===== config.mk =====
export PLATFORM = sky130hd
export DESIGN_NAME = pwr_wake_seq
export DESIGN_NICKNAME = d
export VERILOG_FILES = /design/src/rtl/pws_pkg.sv /design/src/rtl/pws_sync.sv /design/src/rtl/pws_qual.sv /design/src/rtl/pws_regs.sv /design/src/rtl/pws_fsm.sv /design/src/rtl/pwr_wake_seq.sv
export SDC_FILE = /design/constraint.sdc
export NUM_CORES = 1
export LEC_CHECK = 0
export BUFFER_PORTS_ARGS = -buffer_cell sky130_fd_sc_hd__buf_2
export CAP_MARGIN = 40
export CORE_MARGIN = 2
export CORE_UTILIZATION = 25
export CTS_CLUSTER_DIAMETER = 50
export CTS_CLUSTER_SIZE = 28
export DETAILED_ROUTE_END_ITERATION = 12
export GPL_TIMING_DRIVEN = 0
export PLACE_DENSITY = 0.47
export REMOVE_ABC_BUFFERS = 1
export SETUP_SLACK_MARGIN = 0.4
export SLEW_MARGIN = 20
export SYNTH_ARGS = -nofsm -noshare
export SYNTH_HDL_FRONTEND = slang
export SYNTH_SLANG_ARGS = --single-unit

===== constraint.sdc =====
create_clock -name clk_aon -period 5.14 [get_ports clk_aon]
set_input_delay 0.257 -clock clk_aon [delete_from_list [all_inputs] [get_ports clk_aon]]
set_output_delay 0.257 -clock clk_aon [all_outputs]
set_load 0.1 [all_outputs]

===== src/rtl/pws_pkg.sv =====
package pws_pkg;
  typedef enum logic [1:0] {
    ST_RUN   = 2'd0,
    ST_SLEEP = 2'd1,
    ST_OSC   = 2'd2,
    ST_PLL   = 2'd3
  } pws_state_e;

  localparam int unsigned NSRC   = 3;
  localparam int unsigned SRC_A  = 0;
  localparam int unsigned SRC_B  = 1;
  localparam int unsigned SRC_BUS = 2;

  localparam int unsigned ADDR_W = 3;
  localparam logic [ADDR_W-1:0] A_CMD  = 3'd0;
  localparam logic [ADDR_W-1:0] A_CFG  = 3'd1;
  localparam logic [ADDR_W-1:0] A_FLAG = 3'd2;
  localparam logic [ADDR_W-1:0] A_OSCD = 3'd3;
  localparam logic [ADDR_W-1:0] A_PLLD = 3'd4;

  // config field positions
  localparam int unsigned CFG_W     = 6;
  localparam int unsigned CFG_BMODE = 3;
  localparam int unsigned CFG_POLA  = 4;
  localparam int unsigned CFG_POLB  = 5;
  localparam logic [CFG_W-1:0] CFG_RST = 6'b00_1111;
endpackage


===== src/rtl/pws_sync.sv =====
module pws_sync #(
  parameter int unsigned W = 1,
  parameter logic [W-1:0] RST_VAL = '0
) (
  input  logic         clk,
  input  logic         rst_n,
  input  logic [W-1:0] d,
  output logic [W-1:0] q
);
  logic [W-1:0] meta_q;

  for (genvar i = 0; i < W; i++) begin : g_bit
    always_ff @(posedge clk or negedge rst_n) begin
      if (!rst_n) begin
        meta_q[i] <= RST_VAL[i];
        q[i]      <= RST_VAL[i];
      end else begin
        meta_q[i] <= d[i];
        q[i]      <= meta_q[i];
      end
    end
  end
endmodule


===== src/rtl/pws_qual.sv =====
module pws_qual
  import pws_pkg::*;
(
  input  logic [NSRC-1:0] src_sync,
  input  logic [NSRC-1:0] src_en,
  input  logic [1:0]      pin_pol,
  input  logic            b_wake_mode,
  output logic [NSRC-1:0] qual
);
  logic act_a, act_b;

  always_comb begin
    act_a = src_sync[SRC_A] ~^ pin_pol[0];
    act_b = src_sync[SRC_B] ~^ pin_pol[1];
    qual[SRC_A]   = src_en[SRC_A] & act_a;
    qual[SRC_B]   = src_en[SRC_B] & b_wake_mode & act_b;
    qual[SRC_BUS] = src_en[SRC_BUS] & src_sync[SRC_BUS];
  end
endmodule


===== src/rtl/pws_regs.sv =====
module pws_regs
  import pws_pkg::*;
#(
  parameter int unsigned DW = 8,
  parameter logic [DW-1:0] OSC_DLY_RST = 8'd12,
  parameter logic [DW-1:0] PLL_DLY_RST = 8'd20
) (
  input  logic              clk,
  input  logic              rst_n,
  input  logic              wr_en,
  input  logic [ADDR_W-1:0] wr_addr,
  input  logic [DW-1:0]     wr_data,
  input  logic              irq_ack,
  input  logic [NSRC-1:0]   flag_set,
  input  logic              irq_set,
  output logic              pd_req,
  output logic [NSRC-1:0]   src_en,
  output logic [1:0]        pin_pol,
  output logic              b_wake_mode,
  output logic [DW-1:0]     osc_dly,
  output logic [DW-1:0]     pll_dly,
  output logic [NSRC-1:0]   flags,
  output logic              wake_irq
);
  logic [CFG_W-1:0] cfg_q;
  logic [NSRC-1:0]  flag_clr;
  logic             irq_q;

  always_comb begin
    pd_req      = wr_en && (wr_addr == A_CMD) && wr_data[0];
    flag_clr    = (wr_en && (wr_addr == A_FLAG)) ? wr_data[NSRC-1:0] : '0;
    src_en      = cfg_q[NSRC-1:0];
    b_wake_mode = cfg_q[CFG_BMODE];
    pin_pol     = {cfg_q[CFG_POLB], cfg_q[CFG_POLA]};
    wake_irq    = irq_q & ~irq_ack;
  end

  always_ff @(posedge clk or negedge rst_n) begin
    if (!rst_n) begin
      cfg_q   <= CFG_RST;
      osc_dly <= OSC_DLY_RST;
      pll_dly <= PLL_DLY_RST;
    end else if (wr_en) begin
      if (wr_addr == A_CFG)  cfg_q   <= wr_data[CFG_W-1:0];
      if (wr_addr == A_OSCD) osc_dly <= wr_data;
      if (wr_addr == A_PLLD) pll_dly <= wr_data;
    end
  end

  // new events win over a clear in the same cycle
  always_ff @(posedge clk or negedge rst_n) begin
    if (!rst_n) begin
      flags <= '0;
      irq_q <= 1'b0;
    end else begin
      flags <= (flags & ~flag_clr) | flag_set;
      if (irq_set)      irq_q <= 1'b1;
      else if (irq_ack) irq_q <= 1'b0;
    end
  end
endmodule


===== src/rtl/pws_fsm.sv =====
module pws_fsm
  import pws_pkg::*;
#(
  parameter int unsigned DW = 8
) (
  input  logic            clk,
  input  logic            rst_n,
  input  logic            pd_req,
  input  logic [NSRC-1:0] qual,
  input  logic [DW-1:0]   osc_dly,
  input  logic [DW-1:0]   pll_dly,
  output logic            osc_en,
  output logic            pll_en,
  output logic            irq_set,
  output logic [NSRC-1:0] flag_set
);
  pws_state_e st_q;
  logic [DW-1:0] cnt_q;
  logic wake_any, cnt_zero, capture;

  always_comb begin
    wake_any = |qual;
    cnt_zero = (cnt_q == '0);
    capture  = (st_q == ST_SLEEP) || ((st_q == ST_RUN) && pd_req);
    flag_set = capture ? qual : '0;
    irq_set  = ((st_q == ST_RUN) && pd_req && wake_any) ||
               ((st_q == ST_PLL) && cnt_zero);
    osc_en   = (st_q != ST_SLEEP);
    pll_en   = (st_q == ST_RUN) || (st_q == ST_PLL);
  end

  always_ff @(posedge clk or negedge rst_n) begin
    if (!rst_n) begin
      st_q  <= ST_RUN;
      cnt_q <= '0;
    end else begin
      case (st_q)
        ST_RUN: begin
          if (pd_req && !wake_any) st_q <= ST_SLEEP;
        end
        ST_SLEEP: begin
          if (wake_any) begin
            st_q  <= ST_OSC;
            cnt_q <= osc_dly;
          end
        end
        ST_OSC: begin
          if (cnt_zero) begin
            st_q  <= ST_PLL;
            cnt_q <= pll_dly;
          end else begin
            cnt_q <= cnt_q - 1'b1;
          end
        end
        ST_PLL: begin
          if (cnt_zero) st_q <= ST_RUN;
          else          cnt_q <= cnt_q - 1'b1;
        end
        default: st_q <= ST_RUN;
      endcase
    end
  end
endmodule


===== src/rtl/pwr_wake_seq.sv =====
module pwr_wake_seq
  import pws_pkg::*;
#(
  parameter int unsigned DW = 8,
  parameter logic [DW-1:0] OSC_DLY_RST = 8'd12,
  parameter logic [DW-1:0] PLL_DLY_RST = 8'd20
) (
  input  logic              clk_aon,
  input  logic              rst_n,
  input  logic              wr_en,
  input  logic [ADDR_W-1:0] wr_addr,
  input  logic [DW-1:0]     wr_data,
  input  logic              irq_ack,
  input  logic              wake_pin_a,
  input  logic              wake_pin_b,
  input  logic              bus_activity,
  output logic              osc_en,
  output logic              pll_en,
  output logic              wake_irq,
  output logic [NSRC-1:0]   wake_flags,
  output logic              gpio_b
);
  localparam logic [NSRC-1:0] SYNC_RST = 3'b011;

  logic [NSRC-1:0] src_sync, src_en, qual, flag_set;
  logic [1:0]      pin_pol;
  logic            b_wake_mode, pd_req, irq_set;
  logic [DW-1:0]   osc_dly, pll_dly;

  pws_sync #(.W(NSRC), .RST_VAL(SYNC_RST)) u_sync (
    .clk(clk_aon), .rst_n(rst_n),
    .d({bus_activity, wake_pin_b, wake_pin_a}),
    .q(src_sync)
  );

  assign gpio_b = src_sync[SRC_B];

  pws_regs #(.DW(DW), .OSC_DLY_RST(OSC_DLY_RST), .PLL_DLY_RST(PLL_DLY_RST)) u_regs (
    .clk(clk_aon), .rst_n(rst_n),
    .wr_en(wr_en), .wr_addr(wr_addr), .wr_data(wr_data), .irq_ack(irq_ack),
    .flag_set(flag_set), .irq_set(irq_set),
    .pd_req(pd_req), .src_en(src_en), .pin_pol(pin_pol), .b_wake_mode(b_wake_mode),
    .osc_dly(osc_dly), .pll_dly(pll_dly), .flags(wake_flags), .wake_irq(wake_irq)
  );

  pws_qual u_qual (
    .src_sync(src_sync), .src_en(src_en), .pin_pol(pin_pol),
    .b_wake_mode(b_wake_mode), .qual(qual)
  );

  pws_fsm #(.DW(DW)) u_fsm (
    .clk(clk_aon), .rst_n(rst_n), .pd_req(pd_req), .qual(qual),
    .osc_dly(osc_dly), .pll_dly(pll_dly),
    .osc_en(osc_en), .pll_en(pll_en), .irq_set(irq_set), .flag_set(flag_set)
  );
endmodule


# Word-level counts from Yosys, hierarchy flattened
# Index checks and enable logic that the tools add are counted.
# totals
output_inout_bits	7
elab_cells	73
register_bits	42
in_bits	18
# classes
eq_ne	13
add_sub_neg	1
mux	13
bitwise	11
n_reduce_logical	22
# ops
operator	count
$mux W8	3
$pmux W8 S3	1
$logic_not A8 Y1	1
$mux W2	4
$ne A2 B1 Y1 const B	4
$pmux W2 S4	1
$sub A8 B1 Y8 const B	1
$logic_and A1 B1 Y1	7
$eq A3 B2 Y1 const B	2
$mux W3	2
$reduce_and A2 Y1	3
$and A1 B1 Y1	5
$eq A2 B2 Y1 const B	2
$ne A2 B2 Y1 const B	2
$reduce_and A4 Y1	1
$and A3 B3 Y3	1
$eq A3 B1 Y1 const B	1
$eq A3 B3 Y1 const B	1
$logic_not A3 Y1	1
$logic_or A1 B1 Y1	3
$not A3 Y3	1
$or A3 B3 Y3	1
$reduce_and A3 Y1	1
$reduce_bool A3 Y1	1
8 further kinds	10

# Depth between registers and ports, before layout
# depth
depth_word	7
ltp_mapped	9
mapped_depth_nobuf	7

# Cells and area by module
# From an unflattened synthesis, not the netlist that was laid out.
# hier_totals
cells_unflattened	177
hier_area_um2	2163.3
# by_module_without_submodules
module	area_each_um2	n_inst	cells_each	seq_area_each_um2
pws_regs	1103.6	1	67	660.6
pws_fsm	868.3	1	99	250.2
pws_sync	155.1	1	6	155.1
pws_qual	36.3	1	5	0.0

# Worst setup path after synthesis
# No wires, ideal clock.
# synth_timing
kind	reg-to-reg
startpoint	reg u_sync.q[1]
endpoint	reg u_fsm.st_q[1]
path_stages_with_launch	6
n_path_buf	0
setup_slack_ns	2.855
arrival_time_ns	2.120
synth_period_minus_slack_ns	2.285
t_required_ns	4.975
setup_time_ns	0.165
path_cell_list	dfstp_2 xnor2_1 a221oi_1 nand2_1 a221o_1 mux2i_1
# synth_between
elab_chain_len	7
elab_cells_between_ends	8
cone_classes	eq/ne: 2; bitwise: 2; reduce/logical: 4
# synth_rtl
element	line_no	text
from (decl)	pws_sync.sv:8	output logic [W-1:0] q
from (signal, indexed assignment)	pws_sync.sv:16	q[i] <= RST_VAL[i];
from (signal, indexed assignment)	pws_sync.sv:19	q[i] <= meta_q[i];
$xnor A1 B1 Y1 *	pws_qual.sv:14	act_b = src_sync[SRC_B] ~^ pin_pol[1];
$and A1 B1 Y1 *	pws_qual.sv:16	qual[SRC_B] = src_en[SRC_B] & b_wake_mode & act_b;
$reduce_or A3 Y1 *	pws_fsm.sv:22	wake_any = |qual;
$logic_not A1 Y1	pws_fsm.sv:39	if (pd_req && !wake_any) st_q <= ST_SLEEP;
$logic_and A1 B1 Y1	pws_fsm.sv:39	
$ne A2 B2 Y1 (no source line)	--	
$reduce_and A4 Y1 (no source line) *	--	
to (signal assigned)	pws_fsm.sv:39	
to (signal assigned)	pws_fsm.sv:43	st_q <= ST_OSC;
to (signal assigned)	pws_fsm.sv:49	st_q <= ST_PLL;
to (decl)	pws_fsm.sv:17	pws_state_e st_q;
# Every way passes the cells marked *; elsewhere a longest branch is shown, timed or not.
# A chain may end at the register's enable or synchronous reset.

# Worst setup path after layout
# layout_timing
startpoint	reg u_fsm.cnt_q[3]
endpoint	reg u_fsm.cnt_q[3]
# layout_between
elab_chain_len	3
elab_cells_between_ends	7
cone_classes	add/sub: 1; eq/ne: 1; mux: 3; reduce/logical: 2
# layout_rtl
element	line_no	text
from (decl)	pws_fsm.sv:18	logic [DW-1:0] cnt_q;
from (signal assigned)	pws_fsm.sv:44	cnt_q <= osc_dly;
from (signal assigned)	pws_fsm.sv:50	cnt_q <= pll_dly;
from (signal assigned)	pws_fsm.sv:52	cnt_q <= cnt_q - 1'b1;
$sub A8 B1 Y8 / $logic_not A8 Y1 (equally long branches)	pws_fsm.sv:52, pws_fsm.sv:57, pws_fsm.sv:23	
$mux W8 (tied with other cells)	pws_fsm.sv:56	if (cnt_zero) st_q <= ST_RUN;
$pmux W8 S3 / $reduce_and A3 Y1 (equally long branches)	--	
# Several ways; a longest one is shown, not always the timed one. The select of a mux whose other input is x is not followed.

==> results.ini <==
[synth]
yosysTopAreaCell = dfrtp_1
yosys.area_share.simple_pct = 11.9
syn-cell-area_mm2 = 0.00203
synth_compound_area_share_pct = 15.9
synth_xor_area_share_pct = 1.30
synthTopCellsByArea = dfrtp_1 (37%), dfstp_2 (16%), mux2_2 (12%)
synth_edf_count = 0
ys_types = 43
yosysSeqAreaShare_pct = 52.6
avgSynthCellArea_um2 = 11.3
ys.flop_type = dfrtp_1
synthArstFlopShare_pct = 100
synth_top_family_by_area = compound AO/OA/AOI/OAI gates
synthMuxAreaShare_pct = 12.2
yosysTopAreaCellShare_pct = 37.1
synth_cells = 180
ys_ff_latch = 42
yosys.area_share.adder_pct = 3.09
ys_warn_count = 0

[worst_setup_path]
required_ns = 5.33
r2r_slack_ns = 2.79
crit_start = u_fsm.cnt_q[3]
worstPathArrival_ns = 2.54
path_class = flop to flop
cp-end-kind = flop
r2r_start = u_fsm.cnt_q[3]
critPathMaxFanout = 7
r2r_end = u_fsm.cnt_q[3]
start_kind = flop
r2r_cells = 5

[worst_hold_path]
worstHoldStart = wake_pin_a
holdPathStages = 1
whs_endpoint = u_sync.meta_q[0]
hp-class = input pin to flop

[clock_tree]
insertion_delay_ns = 0.29
post_cts_buffers = 0
path_clk_slew_ns = 0.08
cts_root_buf = clkbuf_8
cts_tree = done
cts_made_buffers = 5
htreeDepth = 2
post_cts_resized = 0
cts.sinks = 42
cts_max_path_buffers = 2

[place]
post-place-ws_ns = 2.82
dp.cells = 302
port_buffers = 24
place.gp.congestion = 0.787
placed_area_mm2 = 0.00228
dp_hpwl_um = 3220

[layout]
syn_to_final_growth_pct = 17.8
drive_gt1_share_pct = 34.0
diodes = 0
fin_area_mm2 = 0.00239
final_util_pct = 30.6
layout.nets = 231
fin_cells = 311

[sta]
worst_pin_slew_ns = 0.944
slew_viol_final = 0
hold_viol = 0
fmax_mhz = 425
setup_violations = 0
fin_crit_sh_pct = 45.8
rsz0062_at_grt = no
hold_slack_ns = 0.0611
tns_ns = 0
max_slew_margin_pct = 37.1
fin_skew_ns = 0.00856
finalCriticalPeriod_ns = 2.35
fin_ws_ns = 2.79

[floorplan]
initial_core_util_pct = 25.9
io_pins = 25
die_h_um = 94.0
design.die.area_mm2 = 0.00884
die_w_um = 94.0
core-area_mm2 = 0.00781
rows = 32

[run]
maxCapViolations = 0

[grt]
grt_pass1_wl_um = 7470
grt_overflow = 0
grt_pass1_vias = 1465
grt_usage_pct = 10.9
grt_max_degree = 24
antenna_found_initial = 0

[pwr]
irDropWorstVdd_uv = 221
p_total_mw = 1.43
power_density_mw_per_mm2 = 599
p_leak_nw = 1.01

[routing]
drc = 0
drtIter0Drc = 75
drt-wirelength-per-cell_um = 13.9
drtPass1Iterations = 4
via_count = 1442
wirelength_um = 4340
ant_nets = 0
vias_per_cell = 4.64

[outcome]
outcome = finished clean

## kinds of logic (layout without fill, tap and decap cells)
logic type | count (synthesis) | in the layout
buffers and inverters | 14 | 43
flip-flops | 42 | 42
AO/OA/AOI/OAI | 48 | 48
multiplexers | 22 | 22
AND/OR/NAND/NOR | 46 | 46
adder cells (fa/ha/maj) | 5 | 5
XOR/XNOR | 3 | 3
## layout make-up
class	instances	area, um^2
Timing Repair Buffer	28	170
Multi-Input combinational cell	124	905
Sequential cell	42	1070
Inverter	7	26.3
Clock buffer	7	86.3
Fill cell	801	5420
Clock inverter	1	5.00
Tap cell	102	128
## report_power, final
group,internal (mW),switching (mW)
sequential,0.437,0.0705
clock,0.108,0.111
combinational,0.227,0.474
total,0.773,0.656
## how the worst max path moves through the flow
| stage | end | slack (ns) | cells past startpoint |
|---|---|---|---|
| global route | u_fsm.st_q[0] | 2.69 | 5 |
| global placement | u_fsm.cnt_q[3] | 2.81 | 5 |
| finish | u_fsm.cnt_q[3] | 2.79 | 5 |
| CTS | u_fsm.cnt_q[3] | 2.79 | 5 |
| floorplan | u_fsm.st_q[1] | 2.86 | 5 |
| detailed placement | u_fsm.cnt_q[3] | 2.82 | 5 |
## metal layers
metal  vias up  GRT usage (%)  share of wire (%)
li1        708              -                  -
met1       699           15.2                 47
met2        28           17.0                 47
met3         7           2.81                4.2
met4         0           2.90                1.2
met5         -              0                  0
## critical path: stages, from the launching register on
cell     delay, ns
dfrtp_1       0.44
or4_1         0.68
or3_1         0.57
a21oi_4       0.23
o31ai_1       0.08
a22o_1        0.24
## synth_stat cells, types with 2 or more instances
cell type / n
a221oi_1: 2
or3_1: 2
nor2b_1: 3
ha_1: 5
o21ai_1: 2
clkbuf_1: 4
dfstp_2: 12
nor4bb_1: 2
xnor2_1: 2
nor3_1: 3
nor2_1: 11
o21ai_0: 12
nand2_1: 16
o31ai_1: 2
and2_1: 2
a221o_1: 2
a22o_1: 2
o211ai_1: 2
a21oi_1: 12
a32oi_1: 2
inv_1: 7
mux2_2: 21
a31oi_1: 3
dfrtp_1: 30
## cells in the final DEF (no fill, tap or decap), types with 3 or more instances in the layout
| cell | count |
|---|---|
| nor2_1 | 11 |
| inv_1 | 7 |
| mux2_2 | 21 |
| dfstp_2 | 12 |
| a31oi_1 | 3 |
| nor3_1 | 3 |
| ha_1 | 5 |
| clkbuf_8 | 6 |
| dfrtp_1 | 30 |
| a21oi_1 | 12 |
| nand2_1 | 16 |
| o21ai_0 | 12 |
| nor2b_1 | 3 |
| buf_2 | 25 |
## timing repair
item / CTS / global route
endpoints found under the setup margin: 0 / 0
hold buffers: 1 / 0
hold endpoints to repair: 16 / 0
## registers in the layout, indices dropped and copies added, names as in the netlist
register / flops
u_fsm.cnt_q: 8
u_regs.osc_dly: 8
u_regs.pll_dly: 8
u_regs.cfg_q: 6
u_regs.flags: 3
u_sync.meta_q: 3
u_sync.q: 3
u_fsm.st_q: 2
u_regs.irq_q: 1
No activity file was read; power rests on OpenSTA's default activity.
